===== src/rtl/can_bt_pkg.sv =====
package can_bt_pkg;

    localparam int BRP_W   = 8;
    localparam int SEGF_W  = 3;
    localparam int SJWF_W  = 2;
    localparam int IPT_W   = 2;
    localparam int LEN_W   = 5;
    localparam int SUM_W   = LEN_W + 1;
    localparam int IPT_MAX = 2;
    localparam int NBT_MIN = 8;
    localparam int NBT_MAX = 25;

    localparam logic [LEN_W-1:0] LEN_ONE = LEN_W'(1);

    typedef enum logic [1:0] {
        SEG_SYNC,
        SEG_PROP,
        SEG_PH1,
        SEG_PH2
    } seg_e;

    typedef struct packed {
        logic [BRP_W-1:0]  brp;
        logic              wide;
        logic [SEGF_W-1:0] prop;
        logic [SEGF_W-1:0] ph1;
        logic [IPT_W-1:0]  ipt;
        logic [SJWF_W-1:0] sjw;
    } bt_cfg_t;

    typedef struct packed {
        logic [BRP_W-1:0] div_m1;
        logic [LEN_W-1:0] prop_len;
        logic [LEN_W-1:0] ph1_len;
        logic [LEN_W-1:0] ph2_len;
        logic [LEN_W-1:0] sjw_len;
        logic             bad;
    } bt_time_t;

    function automatic logic [LEN_W-1:0] len_min(input logic [LEN_W-1:0] a,
                                                 input logic [LEN_W-1:0] b);
        return (a < b) ? a : b;
    endfunction

    function automatic logic [LEN_W-1:0] len_max(input logic [LEN_W-1:0] a,
                                                 input logic [LEN_W-1:0] b);
        return (a > b) ? a : b;
    endfunction

    function automatic logic [LEN_W-1:0] field_len(input logic [LEN_W-1:0] f);
        return f + LEN_ONE;
    endfunction

endpackage


===== src/rtl/can_bt_decode.sv =====
module can_bt_decode
    import can_bt_pkg::*;
(
    input  bt_cfg_t  cfg,
    output bt_time_t tm
);

    logic [SUM_W-1:0] total;

    always_comb begin
        tm.div_m1   = cfg.wide ? cfg.brp : {1'b0, cfg.brp[BRP_W-2:0]};
        tm.prop_len = field_len(LEN_W'(cfg.prop));
        tm.ph1_len  = field_len(LEN_W'(cfg.ph1));
        tm.ph2_len  = len_max(tm.ph1_len, LEN_W'(cfg.ipt));
        tm.sjw_len  = field_len(LEN_W'(cfg.sjw));
        total       = SUM_W'(1) + SUM_W'(tm.prop_len) + SUM_W'(tm.ph1_len)
                    + SUM_W'(tm.ph2_len);
        tm.bad      = (tm.div_m1 == '0)
                   || (cfg.ipt > IPT_W'(IPT_MAX))
                   || (total < SUM_W'(NBT_MIN))
                   || (total > SUM_W'(NBT_MAX));
    end

endmodule


===== src/rtl/can_bt_prescaler.sv =====
module can_bt_prescaler
    import can_bt_pkg::*;
(
    input  logic             clk,
    input  logic             rst,
    input  logic             hold,
    input  logic             restart,
    input  logic [BRP_W-1:0] div_m1,
    output logic             tick
);

    logic [BRP_W-1:0] cnt;

    always_ff @(posedge clk) begin
        if (rst || hold || restart) begin
            cnt <= '0;
        end else if (cnt == div_m1) begin
            cnt <= '0;
        end else begin
            cnt <= cnt + 1'b1;
        end
    end

    assign tick = !hold && (cnt == div_m1);

    AST_TICK_SPACING: assert property (@(posedge clk) disable iff (rst)
        tick |=> !tick);

endmodule


===== src/rtl/can_bt_seq.sv =====
module can_bt_seq
    import can_bt_pkg::*;
(
    input  logic     clk,
    input  logic     rst,
    input  bt_time_t tm,
    input  logic     tick,
    input  logic     hsync_en,
    input  logic     rx,
    output logic     hard,
    output logic     sample_stb,
    output logic     rx_bit,
    output logic     bit_start
);

    seg_e             seg;
    logic [LEN_W-1:0] cnt;
    logic [LEN_W-1:0] ph1_ext;
    logic [LEN_W-1:0] ph2_red;
    logic             rs_done;
    logic             pend;
    logic             rx_prev;

    logic             fall;
    logic             soft_edge;
    logic             edge_now;
    logic             do_rs;
    logic             end_seg;
    logic [LEN_W-1:0] late_err;
    logic [LEN_W-1:0] early_err;
    logic [LEN_W-1:0] ext_nxt;
    logic [LEN_W-1:0] red_nxt;

    assign fall      = rx_prev & ~rx;
    assign hard      = hsync_en & fall & ~tm.bad;
    assign soft_edge = ~hsync_en & fall & ~tm.bad & ~rs_done;

    // Phase error of a pending edge, resolved at the tick closing its quantum
    always_comb begin
        edge_now  = (pend | soft_edge) & ~rs_done;
        late_err  = (seg == SEG_PH1) ? (tm.prop_len + cnt + LEN_ONE) : (cnt + LEN_ONE);
        early_err = tm.ph2_len - ph2_red - cnt - LEN_ONE;
        ext_nxt   = ph1_ext;
        red_nxt   = ph2_red;
        do_rs     = 1'b0;
        if (edge_now) begin
            case (seg)
                SEG_PROP, SEG_PH1: begin
                    ext_nxt = ph1_ext + len_min(late_err, tm.sjw_len);
                    do_rs   = 1'b1;
                end
                SEG_PH2: begin
                    red_nxt = ph2_red + len_min(early_err, tm.sjw_len);
                    do_rs   = 1'b1;
                end
                default: ;
            endcase
        end
        case (seg)
            SEG_SYNC: end_seg = 1'b1;
            SEG_PROP: end_seg = (cnt == tm.prop_len - LEN_ONE);
            SEG_PH1:  end_seg = (cnt == tm.ph1_len + ext_nxt - LEN_ONE);
            default:  end_seg = (cnt == tm.ph2_len - red_nxt - LEN_ONE);
        endcase
    end

    always_ff @(posedge clk) begin
        if (rst) begin
            rx_prev    <= 1'b1;
            seg        <= SEG_SYNC;
            cnt        <= '0;
            ph1_ext    <= '0;
            ph2_red    <= '0;
            rs_done    <= 1'b0;
            pend       <= 1'b0;
            sample_stb <= 1'b0;
            bit_start  <= 1'b0;
            rx_bit     <= 1'b1;
        end else begin
            rx_prev    <= rx;
            sample_stb <= 1'b0;
            bit_start  <= 1'b0;
            if (tm.bad || hard) begin
                seg     <= SEG_SYNC;
                cnt     <= '0;
                ph1_ext <= '0;
                ph2_red <= '0;
                rs_done <= 1'b0;
                pend    <= 1'b0;
            end else if (tick) begin
                pend    <= 1'b0;
                ph1_ext <= ext_nxt;
                ph2_red <= red_nxt;
                if (do_rs) begin
                    rs_done <= 1'b1;
                end
                if (end_seg) begin
                    cnt <= '0;
                    case (seg)
                        SEG_SYNC: seg <= SEG_PROP;
                        SEG_PROP: seg <= SEG_PH1;
                        SEG_PH1: begin
                            seg        <= SEG_PH2;
                            sample_stb <= 1'b1;
                            rx_bit     <= rx;
                        end
                        default: begin
                            seg       <= SEG_SYNC;
                            bit_start <= 1'b1;
                            ph1_ext   <= '0;
                            ph2_red   <= '0;
                            rs_done   <= 1'b0;
                        end
                    endcase
                end else begin
                    cnt <= cnt + LEN_ONE;
                end
            end else if (soft_edge) begin
                pend <= 1'b1;
            end
        end
    end

    AST_SYNC_ONE_TQ: assert property (@(posedge clk) disable iff (rst)
        (seg == SEG_SYNC && tick && !hard && !tm.bad) |=> (seg == SEG_PROP));

    AST_SAMPLE_IN_PH2: assert property (@(posedge clk) disable iff (rst)
        sample_stb |-> (seg == SEG_PH2));

    AST_STROBES_APART: assert property (@(posedge clk) disable iff (rst)
        sample_stb |-> !bit_start);

    AST_EXT_LIMIT: assert property (@(posedge clk) disable iff (rst)
        ph1_ext <= tm.sjw_len);

    AST_RED_LIMIT: assert property (@(posedge clk) disable iff (rst)
        ph2_red <= tm.sjw_len);

    AST_RXBIT_HOLD: assert property (@(posedge clk) disable iff (rst)
        !sample_stb |-> $stable(rx_bit));

endmodule


===== src/rtl/can_bit_timing.sv =====
module can_bit_timing
    import can_bt_pkg::*;
(
    input  logic              clk,
    input  logic              rst,
    input  logic [BRP_W-1:0]  brp_div,
    input  logic              brp_wide,
    input  logic [SEGF_W-1:0] prop_seg,
    input  logic [SEGF_W-1:0] ph1_seg,
    input  logic [IPT_W-1:0]  ipt_tq,
    input  logic [SJWF_W-1:0] sjw_tq,
    input  logic              hsync_en,
    input  logic              rx,
    output logic              tq_tick,
    output logic              sample_stb,
    output logic              rx_bit,
    output logic              bit_start,
    output logic              config_error
);

    bt_cfg_t  cfg;
    bt_time_t tm;
    logic     hard;

    assign cfg = '{brp: brp_div, wide: brp_wide, prop: prop_seg, ph1: ph1_seg,
                   ipt: ipt_tq, sjw: sjw_tq};

    can_bt_decode u_decode (
        .cfg (cfg),
        .tm  (tm)
    );

    can_bt_prescaler u_prescaler (
        .clk     (clk),
        .rst     (rst),
        .hold    (tm.bad),
        .restart (hard),
        .div_m1  (tm.div_m1),
        .tick    (tq_tick)
    );

    can_bt_seq u_seq (
        .clk        (clk),
        .rst        (rst),
        .tm         (tm),
        .tick       (tq_tick),
        .hsync_en   (hsync_en),
        .rx         (rx),
        .hard       (hard),
        .sample_stb (sample_stb),
        .rx_bit     (rx_bit),
        .bit_start  (bit_start)
    );

    assign config_error = tm.bad;

    AST_ERR_QUIET: assert property (@(posedge clk) disable iff (rst)
        config_error |=> (!sample_stb && !bit_start));

endmodule


===== config.mk =====
export PLATFORM = sky130hd
export DESIGN_NAME = can_bit_timing
export DESIGN_NICKNAME = d
export VERILOG_FILES = /design/src/rtl/can_bt_pkg.sv /design/src/rtl/can_bt_decode.sv /design/src/rtl/can_bt_prescaler.sv /design/src/rtl/can_bt_seq.sv /design/src/rtl/can_bit_timing.sv
export SDC_FILE = /design/constraint.sdc
export NUM_CORES = 1
export LEC_CHECK = 0
export BUFFER_PORTS_ARGS = -buffer_cell sky130_fd_sc_hd__buf_2
export CAP_MARGIN = 20
export CORE_UTILIZATION = 43
export CTS_BUF_LIST = sky130_fd_sc_hd__clkbuf_16
export CTS_CLUSTER_SIZE = 30
export DETAILED_ROUTE_END_ITERATION = 10
export GPL_ROUTABILITY_DRIVEN = 0
export GPL_TIMING_DRIVEN = 1
export HOLD_SLACK_MARGIN = 0.03
export PLACE_DENSITY = 0.57
export SLEW_MARGIN = 10
export SYNTH_ARGS = -nofsm -noshare
export SYNTH_HDL_FRONTEND = slang
export SYNTH_SLANG_ARGS = --single-unit

===== constraint.sdc =====
create_clock -name clk -period 10.1 [get_ports clk]
set_input_delay 1.01 -clock clk [delete_from_list [all_inputs] [get_ports clk]]
set_output_delay 1.01 -clock clk [all_outputs]
set_load 0.02 [all_outputs]

---- Word-level counts from Yosys, hierarchy flattened ----
Index checks and enable logic that the tools add are counted.
Widths: inputs -> output; s select.
storage, ports and cells
  flip-flop bits (word level) ............. 31
  logic and storage cells ................. 101
  memory bits (read-only) ................. 0
  latch bits .............................. 0
  memories kept ........................... 0
  bits of input ports ..................... 23
  RAM bits ................................ 0
cells by class
  shifts and indexed selects .............. 0
  bitwise logic cells ..................... 15
  $lt $le $gt $ge ......................... 6
  eq/ne operators ......................... 7
  add/sub/neg operators ................... 20
  multiplexer cells ....................... 23
  div/mod/pow operators ................... 0
  multiply operators ...................... 0
  reduce and logical (&&, ||, !) cells .... 19
operator list
  kind                 count
  $mux 5               13
  $eq 5x5->1           3
  $sub 5x1->5 const B  3
  $sub 5x5->5          3
  $add 6x5->6          2
  $add 4x5->5          2
  $add 5x1->5 const B  2
  $add 5x5->5          2
  $lt 5x3->1           2
  $reduce_or 3->1      3
  $add 3x1->4 const B  2
  $add 8x1->8 const B  1
  $eq 8x8->1           1
  $logic_not 8->1      1
  $mux 8               1
  $and 1x1->1          7
  $mux 1               7
  $not 1->1            7
  $add 1x5->6 const A  1
  $gt 6x5->1 const B   1
  $logic_or 1x1->1     6
  $lt 6x4->1 const B   1
  $pmux 2 s3           1
  $reduce_or 2->1      3
  14 further kinds     15

---- Logic depth before layout (Yosys ltp) ----
Gate-level depths: netlist (run 1).
  depth in word-level cells ............... 19
  mapped depth ............................ 37
  gate-level depth less buffers ........... 36

---- Hierarchy ----
A second synthesis (run 1) with hierarchy kept.
unflattened totals
  cell total of the unflattened synthesis .. 461
  area, all modules ....................... 3837.4 µm²
by module, submodules not included
  module            area an instance (µm²)  cells each  seq. area each (µm²)  instances
  can_bt_seq        2886.5                  348         460.4                 1
  can_bt_decode     556.8                   70          0.0                   1
  can_bt_prescaler  394.1                   43          160.2                 1

---- Least setup slack after synthesis (run 1) ----
No wires, ideal clock.
  kind .................................... input -> register
  start point ............................. input port ph1_seg[0]
  end point ............................... register u_seq.ph2_red[2]
  data arrival time ....................... 8.520 ns
  cell stages on the path ................. 34
  required time ........................... 9.962 ns
  setup time .............................. 0.138 ns
  slack ................................... 1.442 ns
  cells stage by stage .................... ha_1 > ha_1 > nor2b_1 > o21ai_0 > nand3_1 > nor2_1 > a21o_1 > inv_1 > fa_1 > fa_1 > inv_1 > ha_1 > o21ai_0 > nand2b_1 > a2111oi_0 > nand2_1 > o21ai_0 > ha_1 > inv_1 > fa_1 > nor2_1 > a21oi_1 > inv_1 > fa_1 > nand2b_1 > a21oi_1 > xor2_1 > or4_1 > o2111ai_1 > nor3_1 > or4b_1 > buf_6 > a31oi_4 > o32ai_1
between the ends
  longest elaborated chain between the ends .. 18
  elaborated cells on any way between the ends .. 37
RTL lines
  element                                              line                 RTL
  from (decl)                                          can_bit_timing.sv:9  input logic [SEGF_W-1:0] ph1_seg,
  $add 3x1->4 (*)                                      can_bt_pkg.sv:51     return f + LEN_ONE;
  branches (longest 17 deep; another with $gt 5x2->1)  --
  to (signal assigned)                                 can_bt_seq.sv:93     ph2_red <= red_nxt;
  to (decl)                                            can_bt_seq.sv:19     logic [LEN_W-1:0] ph2_red;
Mark *: on every way between the ends.
A chain may end at the register's enable or synchronous reset.

---- Final worst setup path (run 1) ----
  start point ............................. input port ph1_seg[0]
  end point ............................... register u_seq.ph2_red[1]
Same word-level chain as after synthesis.

==> results_dict.tcl, run 1 <==
set metrics [dict create \
    postSynth.asyncResetShare_pct 0 \
    ant_nets 0 \
    htree_levels 2 \
    yosys_most_used_dff "dfxtp_1" \
    cp_slowest_cell "or4b_1" \
    hold_viol 0 \
    die_h_um 91.67 \
    start_util_pct 44.51 \
    critPathKind "primary input to flop" \
    grtUsageTotal_pct 22.44 \
    synthesis.area_mm2 0.003457 \
    via_per_inst 5.410 \
    yosys_warnings 0 \
    syn_inst 421 \
    clkSinkCount 31 \
    register_area_um2 620.6 \
    synthDistinctLibCells 56 \
    postLayoutCoreUtil_pct 49.44 \
    leakage_nw 1.707 \
    route.detailed.drc 0 \
    num-fill-cells 797 \
    setup_viol 0 \
    finalSetupTns_ns 0 \
    rsz0062_at_grt "no" \
    clk_pin_slew_worst_paths_ns 0.05 \
    multi_input_area_mm2 0.002621 \
    skew_ns 0.003301 \
    cts_made_buffers 5 \
    wl_per_cell_um 15.47 \
    slew-limit-headroom_pct 58.96 \
    diodes 0 \
    die_area_mm2 0.008402 \
    ys_ff_latch 31 \
    routed_wl_mm 8.573 \
    post_cts_resized 0 \
    worst_slew_pin_slew_ns 0.6139 \
    cpPeakStageDelay_ns 0.77 \
    clock_latency_ns 0.28 \
    hold_path_class "flop to flop" \
    setup_ws_ns 1.117 \
    powerDensity_mw_per_mm2 120.6 \
    grt_max_degree 15 \
    post-cts-setup-buffer-count 0 \
    hold_buffers 0 \
    slew_violations 0 \
    cts-root-buf "clkbuf_16" \
    cp_data_arrival_time_ns 9.12 \
    first_global_vias 3016 \
    grt_pass1_wl_mm 14.88 \
    ios 28 \
    fp-row-count 32 \
    fin_cells 554 \
    area_delta_synth_final_pct 11.07 \
    drt-initial-drc-count 167 \
    synth_area_per_cell_um2 8.212 \
    coreArea_mm2 0.007767 \
    antenna_found_initial 0 \
    via_count 2997 \
    period_share_pct 88.94 \
    ir_worst_vdd_mv 0.1004 \
    cp_data_required_time_ns 10.23 \
    period_needed_ns 8.983 \
    grt_overflow_total 0 \
    drt_pass1_iterations 4 \
    nets 536 \
    maxCapViolations 0 \
    outcome "complete, no violations" \
    cts.path.max_buffers 2 \
    die_x_um 91.67 \
    placedCellCount 546 \
    crit_fanout 10 \
    endpoint_kind "flop" \
    cts_tree "done" \
    seq_area_frac_synth_pct 17.95 \
    synth-edff-count 0 \
    place_hpwl_mm 6.927 \
    place_ws_ns 0.8276 \
    drive_above_1_share_pct 10.84 \
    port_buffers 27 \
    clock.fmax_mhz 111.3 \
    startpoint_type "primary input" \
]
-- kinds of logic after synthesis --
family / after synthesis / synth area share [%]
DFF: 31 / 17.95
xor gates and xnor gates: 43 / 11.11
adders and majority gates: 62 / 24.83
other: 1 / 0.1085
buffers and inverters: 58 / 6.551
muxes: 11 / 3.294
and+or+nand+nor: 123 / 17.44
AOI/OAI and AO/OA: 92 / 18.71
-- layout by cell type (no fill, tap or decap), types with 3 or more instances in the layout --
| master | synthesis | layout |
|---|---|---|
| nor2b_1 | 6 | 6 |
| nand2b_1 | 7 | 7 |
| fa_1 | 11 | 11 |
| o21a_1 | 3 | 3 |
| buf_2 | 1 | 27 |
| nand2_1 | 28 | 28 |
| nor3_1 | 9 | 9 |
| ha_1 | 51 | 51 |
| dfxtp_1 | 31 | 31 |
| and3_1 | 7 | 7 |
| inv_1 | 50 | 50 |
| nand3_1 | 18 | 18 |
| o31ai_1 | 5 | 5 |
| a211oi_1 | 3 | 3 |
| xnor2_1 | 17 | 17 |
| mux2_2 | 3 | 3 |
| clkbuf_16 | 0 | 5 |
| conb_1 | 1 | 4 |
| o21ai_0 | 13 | 13 |
| nand4_1 | 6 | 6 |
| a31oi_1 | 3 | 3 |
| xor2_1 | 25 | 25 |
| a21oi_1 | 31 | 31 |
| mux2i_1 | 8 | 8 |
| nor2_1 | 29 | 29 |
| a21o_1 | 10 | 10 |
| o32ai_1 | 4 | 4 |
-- area by class of cell --
| cell class | count | area share, % |
|---|---|---|
| Multi-Input combinational cell | 335 | 68.26 |
| Clock buffer | 5 | 3.258 |
| Sequential cell | 31 | 16.16 |
| Tap cell | 102 | 3.324 |
| Clock inverter | 3 | 0.3910 |
| Timing Repair Buffer | 28 | 3.715 |
| Inverter | 50 | 4.888 |
-- metal layers --
| layer | vias up | part of all wire (%) | GRT usage [%] |
|---|---|---|---|
| li1 | 1531 | - | - |
| met1 | 1405 | 48 | 29.10 |
| met2 | 52 | 47 | 39.16 |
| met3 | 9 | 3.0 | 2.653 |
| met4 | 0 | 1.3 | 6.085 |
| met5 | - | 0 | 0 |
-- cell usage after synthesis (2+ instances only) --
| cell type | n | area [um^2] |
|---|---|---|
| a211oi_1 | 3 | 22.52 |
| ha_1 | 51 | 638.1 |
| nor2b_1 | 6 | 37.54 |
| inv_1 | 50 | 187.7 |
| nand4_1 | 6 | 37.54 |
| o31ai_1 | 5 | 37.54 |
| dfxtp_1 | 31 | 620.6 |
| fa_1 | 11 | 220.2 |
| a21o_1 | 10 | 75.07 |
| a31oi_4 | 2 | 42.54 |
| and3_1 | 7 | 43.79 |
| nand3_1 | 18 | 90.09 |
| nor4_1 | 2 | 12.51 |
| or3_1 | 2 | 12.51 |
| or4_1 | 2 | 15.01 |
| clkbuf_1 | 6 | 22.52 |
| nor3b_1 | 2 | 15.01 |
| o2111ai_1 | 2 | 17.52 |
| a31oi_1 | 3 | 18.77 |
| mux2i_1 | 8 | 80.08 |
| o32ai_1 | 4 | 35.03 |
| nor2_1 | 29 | 108.9 |
| nand2b_1 | 7 | 43.79 |
| nor3_1 | 9 | 45.04 |
| nand2_1 | 28 | 105.1 |
| a21oi_1 | 31 | 155.2 |
| xor2_1 | 25 | 219.0 |
| o21a_1 | 3 | 22.52 |
| mux2_2 | 3 | 33.78 |
| o21ai_0 | 13 | 65.06 |
| xnor2_1 | 17 | 148.9 |
-- worst paths after layout --
check | start | to | slack, ns | cells after the start
setup / recovery | ph1_seg[0] | u_seq.ph2_red[1] | 1.12 | 35
setup reg to reg | u_seq.cnt[1] | u_seq.ph2_red[1] | 2.87 | 26
hold / removal | u_seq.ph1_ext[0] | u_seq.ph1_ext[0] | 0.48 | 2
hold reg to reg | u_seq.ph1_ext[0] | u_seq.ph1_ext[0] | 0.48 | 2
-- report_power, final --
part	leakage [nW]	switching, W	internal (W)
sequential	0.250	0.00000301	0.000125
clock	0.0649	0.0000558	0.0000894
combinational	1.39	0.000114	0.0000767
total	1.71	0.000172	0.000291
-- worst max-delay path: cells and delay by family --
family,cells,cell delay [ns]
buffers and inverters,6,0.64
adder cells (fa/ha/maj),8,3.17
XOR/XNOR,1,0.15
AO/OA/AOI/OAI,10,2.06
AND/OR/NAND/NOR,10,2.08
-- sequential cells by signal, summed over array words and instances, names as in the netlist --
signal / count
u_seq.ph2_red: 5
u_seq.ph1_ext: 5
u_prescaler.cnt: 8
u_seq.rs_done: 1
u_seq.sample_stb: 1
u_seq.pend: 1
u_seq.rx_bit: 1
u_seq.cnt: 5
u_seq.seg: 2
u_seq.rx_prev: 1
u_seq.bit_start: 1
-- per-stage QoR --
stage	hold WS, ns	cell area (um^2)	power, W
after CTS	0.4826	3840	0.0004687
after floorplan	0.4492	3468	0.0002721
after global placement	0.4663	3700	0.0003164
after detailed placement	0.4753	3700	0.0003199
final	0.4802	3840	0.0004632
after global routing	0.5129	3840	0.0005010
(Power assumes the default switching activity.)
==> run 2: changes to the inputs <==
CORE_ASPECT_RATIO = 1.75   (was unset)
==> run 2 against run 1 <==
Net effect:
- cell count decreased by 2.3%
- clock skew about the same
- die area increased by 0.17%
- routed wire length increased by 2.7%
- hold slack about the same
- sequential power about the same
- clock power about the same
- non-clock buffer count increased by 1
- combinational power about the same
- sequential share of layout area about the same
- flip-flop and latch count unchanged
- critical path type unchanged
- critical endpoint is now u_seq.ph2_red[3]
- highest routed layer unchanged
==> results_dict.tcl, run 2 (synthesized netlist as in run 1, its figures left out) <==
set metrics [dict create \
    outcome "complete, no violations" \
    reg2regPathDepth 26 \
    via_count 3030 \
    fin_cells 541 \
    die_area_mm2 0.008417 \
    powerDensity_mw_per_mm2 121.8 \
    clkSinkCount 31 \
    period_needed_ns 8.917 \
    first_global_vias 3050 \
    grtUsageTotal_pct 22.00 \
    busiest_layer "met2" \
    drive_above_1_share_pct 11.26 \
    rsz0062_at_grt "no" \
    top_register "u_prescaler.cnt" \
    setup_viol 0 \
    cts-root-buf "clkbuf_16" \
    coreArea_mm2 0.007672 \
    ir_worst_vdd_mv 0.09964 \
    slew-limit-headroom_pct 57.59 \
    cts_made_buffers 5 \
    crit-reg2reg-launch "u_seq.cnt[1]" \
    hold_viol 0 \
    critPathBufInv 6 \
    leakage_nw 1.718 \
    fp-row-count 42 \
    clock.fmax_mhz 112.1 \
    post-cts-setup-buffer-count 0 \
    ios 28 \
    hold_path_end "u_seq.ph1_ext[0]" \
    cp_slowest_cell "or4b_1" \
    place_ws_ns 0.8558 \
    cp_num_cells 35 \
    antenna_found_initial 0 \
    cp_data_arrival_time_ns 9.05 \
    cp_data_required_time_ns 10.24 \
    drt_pass1_iterations 4 \
    ant_nets 0 \
    r2r-end "u_seq.ph2_red[3]" \
    layout_common_cells "51 x inv_1, 51 x ha_1, 31 x a21oi_1, 31 x dfxtp_1, 29 x nor2_1" \
    critical_path.top_delay_family "adder cells" \
    num-fill-cells 781 \
    clock_latency_ns 0.28 \
    place_hpwl_mm 7.362 \
    hold_depth 2 \
    nets 537 \
    largest_register_ffs 8 \
    gr-usage-met2_pct 43.09 \
    cts.path.max_buffers 2 \
    wl_per_cell_um 16.27 \
    placedCellCount 533 \
    worstHoldStart "u_seq.ph1_ext[0]" \
    use_met3_pct 2.000 \
    setup_ws_ns 1.183 \
    die_x_um 69.78 \
    area_delta_synth_final_pct 10.82 \
    routed_wl_mm 8.803 \
    finalSetupTns_ns 0 \
    grtUsageMet1_pct 22.20 \
    hold_buffers 0 \
    route.detailed.drc 0 \
    startpoint_type "primary input" \
    port_buffers 27 \
    die_h_um 120.6 \
    skew_ns 0.003692 \
    period_share_pct 88.29 \
    worst_slew_pin_slew_ns 0.6344 \
    htree_levels 2 \
    slew_violations 0 \
    rrSetupSlack_ns 2.96 \
    crit_fanout 10 \
    via_per_inst 5.601 \
    grt_overflow_total 0 \
    hold_path_class "flop to flop" \
    grt_max_degree 15 \
    cts_tree "done" \
    endpoint_kind "flop" \
    clk_pin_slew_worst_paths_ns 0.06 \
    grt_pass1_wl_mm 14.34 \
    diodes 0 \
    maxCapViolations 0 \
    critPathKind "primary input to flop" \
    post_cts_resized 0 \
    drt-initial-drc-count 97 \
    start_util_pct 45.06 \
    postLayoutCoreUtil_pct 49.93 \
    cpPeakStageDelay_ns 0.75 \
]
## run 2: worst max-delay path by stage
stage	startpoint	end	slack [ns]
5_1_grt	ph1_seg[0]	u_seq.ph2_red[3]	0.56
2_1_floorplan	ph1_seg[0]	u_seq.ph2_red[2]	1.44
3_5_place_dp	ph1_seg[0]	u_seq.ph2_red[3]	0.86
6_report	ph1_seg[0]	u_seq.ph2_red[3]	1.18
3_3_place_gp	ph1_seg[0]	u_seq.ph2_red[1]	1.11
4_1_cts	ph1_seg[0]	u_seq.ph2_red[3]	1.13
## run 2: area by class of cell
| type | instances | area [um^2] | share of cell area (%) |
|---|---|---|---|
| clock buffer | 5 | 125.1 | 3.266 |
| clock inverter | 3 | 16.27 | 0.4246 |
| inverter | 50 | 187.7 | 4.899 |
| multi-input combinational | 335 | 2621 | 68.42 |
| sequential | 31 | 620.6 | 16.20 |
| tap | 88 | 110.1 | 2.874 |
| timing repair buffer | 29 | 150.1 | 3.919 |
## run 2: metal layers
metal | wire (um) | vias up
li1 | - | 1523
met1 | 3427 | 1428
met2 | 4783 | 57
met3 | 194 | 22
met4 | 397 | 0
met5 | 0 | -
## run 2: worst reg2reg max path, delay by kind of cell (launching register included)
kind,cells,cell delay [ns]
and+or+nand+nor,7,1.67
adders and majority gates,6,2.53
xor gates and xnor gates,1,0.15
DFF,1,0.59
buffers and inverters,4,0.41
AOI/OAI and AO/OA,8,1.66
## run 2: where the power goes
part | internal (W) | switching (W) | total (W)
Sequential | 0.000125 | 0.00000326 | 0.000128
Clock | 0.0000898 | 0.0000577 | 0.000148
Combinational | 0.0000772 | 0.000114 | 0.000191
## run 2: through the flow
stage | hold slack, ns | total power, W | instance area [um^2]
2_1_floorplan | 0.4492 | 0.0002721 | 3468
3_3_place_gp | 0.4709 | 0.0003184 | 3690
3_5_place_dp | 0.4764 | 0.0003224 | 3690
4_1_cts | 0.4850 | 0.0004712 | 3831
5_1_grt | 0.5095 | 0.0004989 | 3831
6_report | 0.4806 | 0.0004665 | 3831
